**src/rtl/uart_txhold_pkg.sv**
```systemverilog
package uart_txhold_pkg;
    typedef enum logic [2:0] {
        TX_IDLE,
        TX_START,
        TX_DATA,
        TX_PARITY,
        TX_STOP
    } tx_state_t;
endpackage

```
**src/rtl/uart_txhold_stage.sv**
```systemverilog
module uart_txhold_stage #(
    parameter int DATA_W = 8,
    parameter int DEPTH  = 16
) (
    input  logic              clk,
    input  logic              rst_n,
    input  logic              fifo_mode,
    input  logic              flush,
    input  logic              wr_en,
    input  logic [DATA_W-1:0] wr_data,
    input  logic              pop,
    output logic [DATA_W-1:0] rd_data,
    output logic              empty
);
    localparam int PTR_W = (DEPTH > 1) ? $clog2(DEPTH) : 1;
    localparam int CNT_W = $clog2(DEPTH + 1);
    localparam logic [PTR_W-1:0] PTR_LAST = PTR_W'(DEPTH - 1);
    localparam logic [CNT_W-1:0] CNT_FULL = CNT_W'(DEPTH);

    logic [DATA_W-1:0] mem [DEPTH];
    logic [PTR_W-1:0]  wr_ptr, rd_ptr;
    logic [CNT_W-1:0]  count;
    logic              push, over;

    // queued mode drops writes at full; character mode accepts into an empty
    // slot or into the slot being freed this cycle, and overwrites otherwise
    always_comb begin
        push = 1'b0;
        over = 1'b0;
        if (wr_en && !flush) begin
            if (fifo_mode) begin
                push = (count != CNT_FULL);
            end else begin
                push = (count == '0) || pop;
                over = (count != '0) && !pop;
            end
        end
    end

    always_ff @(posedge clk) begin
        if (push) begin
            mem[wr_ptr] <= wr_data;
        end else if (over) begin
            mem[rd_ptr] <= wr_data;
        end
    end

    always_ff @(posedge clk) begin
        if (!rst_n || flush) begin
            wr_ptr <= '0;
            rd_ptr <= '0;
            count  <= '0;
        end else begin
            if (push) begin
                wr_ptr <= (wr_ptr == PTR_LAST) ? '0 : wr_ptr + 1'b1;
            end
            if (pop) begin
                rd_ptr <= (rd_ptr == PTR_LAST) ? '0 : rd_ptr + 1'b1;
            end
            unique case ({push, pop})
                2'b10:   count <= count + 1'b1;
                2'b01:   count <= count - 1'b1;
                default: count <= count;
            endcase
        end
    end

    assign rd_data = mem[rd_ptr];
    assign empty   = (count == '0);

    AST_NO_OVERFLOW: assert property (@(posedge clk) disable iff (!rst_n)
        count <= CNT_FULL);
    AST_CHAR_MODE_SINGLE: assert property (@(posedge clk) disable iff (!rst_n)
        (!fifo_mode && !flush && count <= 1) |=> (count <= 1));
endmodule

```
**src/rtl/uart_txhold_shifter.sv**
```systemverilog
module uart_txhold_shifter
    import uart_txhold_pkg::*;
#(
    parameter int DATA_W    = 8,
    parameter int OVS       = 16,
    parameter int STOP_BITS = 1,
    parameter bit PAR_EN    = 1'b1,
    parameter bit PAR_ODD   = 1'b0
) (
    input  logic              clk,
    input  logic              rst_n,
    input  logic              baud_tick,
    input  logic              avail,
    input  logic [DATA_W-1:0] din,
    output logic              load,
    output logic              txd,
    output logic              busy
);
    localparam int TICK_W = $clog2(OVS);
    localparam int MAXB   = (DATA_W > STOP_BITS) ? DATA_W : STOP_BITS;
    localparam int BIT_W  = $clog2(MAXB + 1);
    localparam logic [TICK_W-1:0] TICK_LAST = TICK_W'(OVS - 1);
    localparam logic [BIT_W-1:0]  DATA_LAST = BIT_W'(DATA_W - 1);
    localparam logic [BIT_W-1:0]  STOP_LAST = BIT_W'(STOP_BITS - 1);

    tx_state_t          state, state_nx;
    logic [TICK_W-1:0]  tick_cnt;
    logic [BIT_W-1:0]   bit_idx;
    logic [DATA_W-1:0]  shreg;
    logic               par_bit;
    logic               bit_end, last_data, last_stop;

    assign bit_end   = baud_tick && (tick_cnt == TICK_LAST);
    assign last_data = bit_end && (bit_idx == DATA_LAST);
    assign last_stop = bit_end && (bit_idx == STOP_LAST);

    // next state
    always_comb begin
        state_nx = state;
        load     = 1'b0;
        unique case (state)
            TX_IDLE: begin
                if (avail) begin
                    state_nx = TX_START;
                    load     = 1'b1;
                end
            end
            TX_START:  if (bit_end) state_nx = TX_DATA;
            TX_DATA:   if (last_data) state_nx = PAR_EN ? TX_PARITY : TX_STOP;
            TX_PARITY: if (bit_end) state_nx = TX_STOP;
            TX_STOP: begin
                if (last_stop) begin
                    if (avail) begin
                        state_nx = TX_START;
                        load     = 1'b1;
                    end else begin
                        state_nx = TX_IDLE;
                    end
                end
            end
            default: state_nx = TX_IDLE;
        endcase
    end

    // state register
    always_ff @(posedge clk) begin
        if (!rst_n) state <= TX_IDLE;
        else        state <= state_nx;
    end

    // datapath
    always_ff @(posedge clk) begin
        if (!rst_n) begin
            tick_cnt <= '0;
            bit_idx  <= '0;
            shreg    <= '0;
            par_bit  <= 1'b0;
        end else if (load) begin
            tick_cnt <= '0;
            bit_idx  <= '0;
            shreg    <= din;
            par_bit  <= (^din) ^ PAR_ODD;
        end else if (state != TX_IDLE && baud_tick) begin
            tick_cnt <= bit_end ? '0 : tick_cnt + 1'b1;
            if (bit_end && state == TX_DATA) begin
                shreg   <= shreg >> 1;
                bit_idx <= last_data ? '0 : bit_idx + 1'b1;
            end else if (bit_end && state == TX_STOP) begin
                bit_idx <= last_stop ? '0 : bit_idx + 1'b1;
            end
        end
    end

    // outputs
    always_comb begin
        txd = 1'b1;
        unique case (state)
            TX_IDLE:   txd = 1'b1;
            TX_START:  txd = 1'b0;
            TX_DATA:   txd = shreg[0];
            TX_PARITY: txd = par_bit;
            TX_STOP:   txd = 1'b1;
            default:   txd = 1'b1;
        endcase
    end
    assign busy = (state != TX_IDLE);

    AST_STATE_ON_TICK: assert property (@(posedge clk) disable iff (!rst_n)
        (state != TX_IDLE && state_nx != state) |-> baud_tick);
    AST_IDLE_MARK: assert property (@(posedge clk) disable iff (!rst_n)
        (state == TX_IDLE) |-> txd);
endmodule

```
**src/rtl/uart_txhold.sv**
```systemverilog
module uart_txhold #(
    parameter int DATA_W     = 8,
    parameter int FIFO_DEPTH = 16,
    parameter int OVS        = 16,
    parameter int STOP_BITS  = 1,
    parameter bit PAR_EN     = 1'b1,
    parameter bit PAR_ODD    = 1'b0
) (
    input  logic              clk,
    input  logic              rst_n,
    input  logic              wr_en,
    input  logic [DATA_W-1:0] wr_data,
    input  logic              fifo_mode,
    input  logic              thre_ie,
    input  logic              baud_tick,
    output logic              txd,
    output logic              thre,
    output logic              temt,
    output logic              irq
);
    logic              mode_q, flush;
    logic              pop, empty, busy;
    logic [DATA_W-1:0] hold_data;

    always_ff @(posedge clk) begin
        if (!rst_n) mode_q <= 1'b0;
        else        mode_q <= fifo_mode;
    end
    assign flush = (fifo_mode != mode_q);

    uart_txhold_stage #(.DATA_W(DATA_W), .DEPTH(FIFO_DEPTH)) stage_i (
        .clk(clk), .rst_n(rst_n), .fifo_mode(fifo_mode), .flush(flush),
        .wr_en(wr_en), .wr_data(wr_data), .pop(pop),
        .rd_data(hold_data), .empty(empty)
    );

    uart_txhold_shifter #(
        .DATA_W(DATA_W), .OVS(OVS), .STOP_BITS(STOP_BITS),
        .PAR_EN(PAR_EN), .PAR_ODD(PAR_ODD)
    ) shifter_i (
        .clk(clk), .rst_n(rst_n), .baud_tick(baud_tick),
        .avail(!empty && !flush), .din(hold_data),
        .load(pop), .txd(txd), .busy(busy)
    );

    assign thre = empty;
    assign temt = empty && !busy;
    assign irq  = thre && thre_ie;

    AST_WRITE_CLEARS_THRE: assert property (@(posedge clk) disable iff (!rst_n)
        (wr_en && !flush) |=> !thre);
    AST_TEMT_IMPLIES_THRE: assert property (@(posedge clk) disable iff (!rst_n)
        temt |-> (thre && txd));
    AST_FLUSH_EMPTIES: assert property (@(posedge clk) disable iff (!rst_n)
        flush |=> thre);
endmodule

```
**config.mk**
```make
export PLATFORM = sky130hd
export DESIGN_NAME = uart_txhold
export DESIGN_NICKNAME = d
export VERILOG_FILES = /design/src/rtl/uart_txhold_pkg.sv /design/src/rtl/uart_txhold_stage.sv /design/src/rtl/uart_txhold_shifter.sv /design/src/rtl/uart_txhold.sv
export SDC_FILE = /design/constraint.sdc
export NUM_CORES = 1
export LEC_CHECK = 0
export ABC_AREA = 0
export BUFFER_PORTS_ARGS = -buffer_cell sky130_fd_sc_hd__buf_2
export CELL_PAD_IN_SITES_DETAIL_PLACEMENT = 1
export CELL_PAD_IN_SITES_GLOBAL_PLACEMENT = 2
export CORE_UTILIZATION = 27
export DETAILED_ROUTE_END_ITERATION = 8
export PLACE_DENSITY_LB_ADDON = 0.1
export SETUP_SLACK_MARGIN = 0.2
export SLEW_MARGIN = 5
export SYNTH_ARGS = -nofsm -noshare
export SYNTH_HDL_FRONTEND = slang
export SYNTH_SLANG_ARGS = --single-unit
```
**constraint.sdc**
```tcl
create_clock -name clk -period 3.7 [get_ports clk]
set_input_delay 0 -clock clk [delete_from_list [all_inputs] [get_ports clk]]
set_output_delay 0 -clock clk [all_outputs]
set_load 0.02 [all_outputs]
```
# Word-level counts from Yosys, hierarchy flattened
# Memory sizes are Yosys's and may differ from the RTL's. A register that Yosys moved wholly into a read port is not among the register bits.
# Index checks and enable logic that the tools add are counted.
[word_totals] reg_bits=34 ramBits=128 input_bits=14 n_memories=1
[op_classes] add_sub_neg=6 n_eq_ne=17 muxes=36 bitwise=1 n_reduce_logical=33
[mem_list] name="stage_i.mem" depth=16 word_bits=8 rd=1 rd_ports_with_merged_regs=1 wr=1 line_no="uart_txhold_stage.sv:20" rtl="logic [DATA_W-1:0] mem [DEPTH];"
[ops] operator="4-bit 2-to-1 mux" count=10
[ops] operator="8-bit 2-to-1 mux" count=4
[ops] operator="4-bit by 1-bit adder with 4-bit output (second input constant)" count=4
[ops] operator="3-bit 2-to-1 mux" count=5
[ops] operator="3-bit one-hot mux with 5 select lines" count=1
[ops] operator="1-bit 2-to-1 mux" count=13
[ops] operator="4-bit equality test (second input constant)" count=3
[ops] operator="1-bit logical AND" count=11
[ops] operator="2-bit by 1-bit inequality test with 1-bit output (second input constant)" count=5
[ops] operator="5-bit one-hot mux with 2 select lines" count=1
[ops] operator="2-bit nonzero test" count=4
[ops] operator="8-bit OR reduction" count=1
[ops] operator="8-bit parity" count=1
[ops] operator="3-bit by 2-bit equality test with 1-bit output (second input constant)" count=2
[ops] operator="5-bit by 1-bit adder with 5-bit output (second input constant)" count=1
[ops] operator="1-bit logical NOT" count=5
[ops] operator="5-bit logical NOT" count=1
[ops] operator="5-bit inequality test (second input constant)" count=1
[ops] operator="5-bit AND reduction" count=1
[ops] operator="5-bit nonzero test" count=1
[ops] operator="5-bit by 1-bit subtractor with 5-bit output (second input constant)" count=1
[ops] operator="4-bit by 3-bit equality test with 1-bit output (second input constant)" count=1
[ops] operator="4-bit logical NOT" count=1
[ops] operator="2-bit AND reduction" count=2
[ops] operator="12 further kinds" count=13

# Depth between registers and ports, before layout
[logic_depth] word_depth=15 depth_mapped=17

# Hierarchy
# Synthesis repeated with hierarchy kept, for this count alone.
[unflattened] cells_unflattened=470 area_unflattened_um2=7115.6
[by_module_without_submodules] mod="uart_txhold_stage" n_inst=1 cells_per_inst=326 area_per_inst_um2=5836.8 seq_area_each_um2=4184.0
[by_module_without_submodules] mod="uart_txhold_shifter" n_inst=1 cells_per_inst=138 area_per_inst_um2=1226.2 seq_area_each_um2=400.4
[by_module_without_submodules] mod="uart_txhold" n_inst=1 cells_per_inst=6 area_per_inst_um2=52.6 seq_area_each_um2=20.0

# Least setup slack after synthesis
# OpenSTA, ideal clock, no wires.
[synth_timing] kind="register -> register" startpoint="register shifter_i.tick_cnt[0]" endpoint="register stage_i.count[4]" t_arrival_ns=3.456 required_time_ns=3.572 path_slack_ns=0.116 stages_incl_launch_ff=16 n_path_buf=1 synth_period_minus_slack_ns=3.584 cell_sequence="dfxtp_1 > ha_1 > nand4_1 > or3_1 > a2111o_2 > a21oi_1 > inv_1 > ha_1 > clkbuf_1 > xor2_1 > ha_1 > a21oi_1 > a32oi_1 > a21oi_1 > xnor2_1 > nor2_1"
[synth_between] elab_chain_len=10 elab_cells_between_ends=12 cone_classes="eq/ne: 3; mux: 5; reduce/logical: 4"
[synth_rtl] item="start, declared" line_no="uart_txhold_shifter.sv:27" rtl="logic [TICK_W-1:0] tick_cnt;"
[synth_rtl] item="start signal, assigned" line_no="uart_txhold_shifter.sv:84" rtl="tick_cnt <= bit_end ? '0 : tick_cnt + 1'b1;"
[synth_rtl] item="4-bit equality test (*)" line_no="uart_txhold_shifter.sv:33" rtl="assign bit_end = baud_tick && (tick_cnt == TICK_LAST);"
[synth_rtl] item="1-bit logical AND (*)" line_no="uart_txhold_shifter.sv:33"
[synth_rtl] item="1-bit logical AND (*)" line_no="uart_txhold_shifter.sv:35" rtl="assign last_stop = bit_end && (bit_idx == STOP_LAST);"
[synth_rtl] item="1-bit 2-to-1 mux (*)" line_no="uart_txhold_shifter.sv:52" rtl="if (last_stop) begin"
[synth_rtl] item="1-bit one-hot mux with 2 select lines (*)" line_no="uart_txhold_shifter.sv:41" rtl="unique case (state)"
[synth_rtl] item="1-bit logical OR" line_no="uart_txhold_stage.sv:34" rtl="push = (count == '0) || pop;"
[synth_rtl] item="1-bit 2-to-1 mux" line_no="uart_txhold_stage.sv:31" rtl="if (fifo_mode) begin"
[synth_rtl] item="1-bit 2-to-1 mux" line_no="uart_txhold_stage.sv:30" rtl="if (wr_en && !flush) begin"
[synth_rtl] item="2-bit by 1-bit equality test with 1-bit output / 2-bit equality test (equally long branches)" line_no="uart_txhold_stage.sv:60" rtl="unique case ({push, pop})"
[synth_rtl] item="5-bit one-hot mux with 2 select lines / 2-bit nonzero test (equally long branches)"
[synth_rtl] item="end signal, assigned" line_no="uart_txhold_stage.sv:61" rtl="2'b10: count <= count + 1'b1;"
[synth_rtl] item="end signal, assigned" line_no="uart_txhold_stage.sv:62" rtl="2'b01: count <= count - 1'b1;"
[synth_rtl] item="end signal, assigned" line_no="uart_txhold_stage.sv:63" rtl="default: count <= count;"
[synth_rtl] item="end, declared" line_no="uart_txhold_stage.sv:22" rtl="logic [CNT_W-1:0] count;"
# Mark *: on every way between the ends. The rest lies on a longest branch, timed or not.
# A chain may end at the register's enable or synchronous reset.

# Worst setup path in the final report
[layout_timing] startpoint="register stage_i.count[3]" endpoint="memory stage_i.mem[5][3], enable pin"
[layout_between] elab_chain_len=15 elab_cells_between_ends=23 cone_classes="eq/ne: 1; mux: 14; reduce/logical: 8"
[layout_rtl] item="5-bit logical NOT" line_no="uart_txhold_stage.sv:34, uart_txhold_stage.sv:69"
[layout_rtl] item="1-bit logical NOT" line_no="uart_txhold.sv:42" rtl=".avail(!empty && !flush), .din(hold_data),"
[layout_rtl] item="1-bit logical AND" line_no="uart_txhold.sv:42"
[layout_rtl] item="1-bit 2-to-1 mux" line_no="uart_txhold_shifter.sv:43, uart_txhold_shifter.sv:53"
[layout_rtl] item="1-bit 2-to-1 mux" line_no="uart_txhold_shifter.sv:52"
[layout_rtl] item="1-bit one-hot mux with 2 select lines" line_no="uart_txhold_shifter.sv:41"
[layout_rtl] item="1-bit logical NOT" line_no="uart_txhold_stage.sv:35" rtl="over = (count != '0) && !pop;"
[layout_rtl] item="1-bit logical AND" line_no="uart_txhold_stage.sv:35"
[layout_rtl] item="1-bit 2-to-1 mux" line_no="uart_txhold_stage.sv:31"
[layout_rtl] item="1-bit 2-to-1 mux" line_no="uart_txhold_stage.sv:30"
[layout_rtl] item="1-bit 2-to-1 mux" line_no="uart_txhold_stage.sv:43" rtl="end else if (over) begin"
[layout_rtl] item="1-bit 2-to-1 mux" line_no="uart_txhold_stage.sv:41" rtl="if (push) begin"
[layout_rtl] item="1-bit 2-to-1 mux (implied by the code)" line_no="uart_txhold_stage.sv:44" rtl="mem[rd_ptr] <= wr_data;"
[layout_rtl] item="8-bit OR reduction (no line)"
[layout_rtl] item="4-bit 2-to-1 mux (no line) / 1-bit 2-to-1 mux (equally long branches)"
[layout_rtl] item="end, declared" line_no="uart_txhold_stage.sv:20"
# Parallel ways exist; a longest one is shown, timed or not.

==> impl_metrics.tcl <==
set metrics [dict create \
    antenna_found_initial 0 \
    grt.total_usage_pct 13.8 \
    seq_power_share_pct 50.5 \
    top_layer "met4" \
    slew_headroom_pct 46.1 \
    cap_violations 0 \
    nets 544 \
    synth_seq_cells 166 \
    grt_max_degree 25 \
    timing.final.crit_share_pct 90.9 \
    wl_met3_um 433 \
    routedWlPerCell_um 19.6 \
    clockBufferDepth 2 \
    final_cell_count_no_fill 865 \
    fp-row-count 58 \
    tightest_slew_ns 0.807 \
    min_path_type "primary input to flip-flop" \
    leakage_nw 2.74 \
    setup_violations 0 \
    synth.distinct_cells 47 \
    netlist_top_cells_count "edfxtp_1, nor2_1, nand2_1, dfxtp_1, mux4_2" \
    post-route-util_pct 33.3 \
    die_x_um 162 \
    synth.most_common_cell "edfxtp_1" \
    post-dp-hpwl_um 11000 \
    synth.cell_area_sq_um 6950 \
    synthFlopType "edfxtp_1" \
    numPortBuffers 17 \
    seq_area_frac_synth_pct 66.3 \
    synth_edf_count 128 \
    postSynthCellCount 467 \
    maxSlewViolCount 0 \
    grt_pass1_vias 4395 \
    crit_type "flip-flop to flip-flop" \
    die_area_sq_um 26400 \
    switching_share_pct 25.1 \
    cts_buffers 17 \
    clock-root-buffer "clkbuf_16" \
    fmax_mhz 297 \
    p_per_area_nw_per_um2 479 \
    slowest_delay_ns 0.59 \
    required_ns 3.84 \
    synth_top_cell_by_area "edfxtp_1" \
    status "complete, no violations" \
    ant_nets 0 \
    setup_ws_ns 0.338 \
    dpl.cell_count 818 \
    synth_top_cell_area_share_pct 55.3 \
    min_path_cells 4 \
    worstPathMaxFanout 8 \
    htreeDepth 4 \
    initial_core_util_pct 27.6 \
    grt_first_pass_wirelength_um 26500 \
    period_needed_ns 3.36 \
    comb_power_share_pct 4.9 \
    gr-total-overflow 0 \
    cp-end-kind "flip-flop" \
    firstDrtPassIters 4 \
    peakVddDrop_uv 280 \
    drive_above_1_share_pct 25.6 \
    worstSetupStartpointType "flip-flop" \
    avgSynthCellArea_sq_um 14.9 \
    clock_latency_ns 0.44 \
    crit_cells 9 \
    slowest_stage "nor4b_4" \
    vias 4104 \
    synth_nets 489 \
    clkTransAtPathRegs_ns 0.08 \
    cts_tree "built" \
    vias_per_cell 4.74 \
    diodes 0 \
    route.detailed.drc 0 \
    dr_wl_met2_um 8310 \
    synth.area.top_cells "edfxtp_1, dfxtp_1, mux4_2, nor2_1, nand2_1" \
    power.switching_mw 1.01 \
    fin_worst_skew_ns 0.0162 \
    wl_met1_um 8010 \
    die_y_um 162 \
    drt_wl_total_um 16900 \
    place_congestion 0.696 \
    ys_async_sr_fraction_pct 0 \
    fin_setup_tns_ns 0 \
    cts.sinks 166 \
    reg2reg_depth 9 \
    yosys_warnings 0 \
    io_pins 18 \
    hold_viol 0 \
    cp_num_buf_inv 2 \
    rsz0062_at_grt "yes" \
    placeableCoreArea_sq_um 25200 \
    preCtsSetupSlack_ns 0.151 \
    fillers 2572 \
    critPathTopFamily "simple AND/OR/NAND/NOR gates" \
    worst_ep_arrival_time_ns 3.50 \
    clockPowerShare_pct 44.7 \
    syn_to_final_growth_pct 20.7 \
    drtIter0Drc 216 \
    intPower_mw 3.01 \
    worstPathCellList "or4_4, o21ai_4, a2111o_2, clkinv_4, nor4b_4, mux2i_1, or3b_4, nor2_2, buf_6" \
]
[what timing repair did]
item,4_1_cts,5_1_grt
buffers inserted,0,5
hold buffers,10,0
hold endpoints to repair,133,0
pin swaps,1,7
setup endpoints to repair,9,131
resized for setup,2,23
[layout make-up]
class	count	area [sq um]	area share, %
sequential	166	4610	55.0
clock inverter	15	178	2.12
clock buffer	17	425	5.07
timing repair buffer	58	462	5.50
inverter	6	27.5	0.328
multi-input combinational	273	2270	27.0
tap	330	413	4.92
[cells in the final DEF (no fill, tap or decap), types with 8 or more instances in the layout]
cell type and n:
a21oi_1 18, dfxtp_1 32, dlygate4sd3_1 10, xnor2_1 11, mux4_2 32, nand3_1 18, a22oi_1 17, edfxtp_1 128
nor2_1 37, nand2_1 39, buf_2 17, o211a_1 8, buf_4 25, clkbuf_16 17, o21ai_0 8
[through the flow]
| step | total power, mW | cell area (sq um) | hold WS (ns) |
|---|---|---|---|
| floorplan | 2.18 | 6950 | 0.0989 |
| global placement | 2.26 | 7580 | 0.320 |
| detailed placement | 2.26 | 7580 | 0.336 |
| CTS | 4.07 | 8290 | 0.0893 |
| global route | 4.16 | 8390 | 0.109 |
| finish | 4.02 | 8390 | 0.0921 |
[registers in the layout, indices dropped and copies added, names as in the netlist, named ones only]
| register | flops |
|---|---|
| shifter_i.tick_cnt | 4 |
| shifter_i.shreg | 8 |
| stage_i.count | 5 |
| stage_i.mem | 128 |
| shifter_i.par_bit | 1 |
| shifter_i.bit_idx | 4 |
| stage_i.rd_ptr | 4 |
| mode_q | 1 |
| stage_i.wr_ptr | 4 |
| shifter_i.state | 3 |
[logic make-up after synthesis]
group | share of synthesized area, %
simple gates | 9.85
fa+ha+maj | 1.44
compound gates | 6.81
flops | 66.3
xor+xnor | 2.27
mux | 11.7
buf+inv | 1.71
[worst paths after layout]
path,start,endpoint,slack [ns]
worst max-delay path,stage_i.count[3],stage_i.mem[5][3],0.34
worst min-delay path,baud_tick,shifter_i.tick_cnt[0],0.09
worst min register to register,shifter_i.shreg[7],shifter_i.shreg[7],0.48
worst max register to register,stage_i.count[3],stage_i.mem[5][3],0.34
[metal layers]
metal	global-route usage [%]	up-vias
li1	-	1911
met1	18.1	2142
met2	22.8	39
met3	2.93	12
met4	4.29	0
met5	0	-
[power groups by stage]
| stage | clock [mW] | sequential [mW] | combinational [mW] |
|---|---|---|---|
| floorplan | 0 | 2.07 | 0.115 |
| global placement | 0 | 2.07 | 0.185 |
| detailed placement | 0 | 2.07 | 0.189 |
| CTS | 1.84 | 2.03 | 0.198 |
| global route | 1.91 | 2.03 | 0.216 |
| finish | 1.80 | 2.03 | 0.196 |
[worst reg2reg max path: cells and delay by family (launching register included)]
kind,cells,cell delay [ns]
AND/OR/NAND/NOR,4,1.78
AO/OA/AOI/OAI,2,0.38
flip-flops,1,0.36
multiplexers,1,0.29
buffers and inverters,2,0.23
Power figures use the tool's default switching activity.
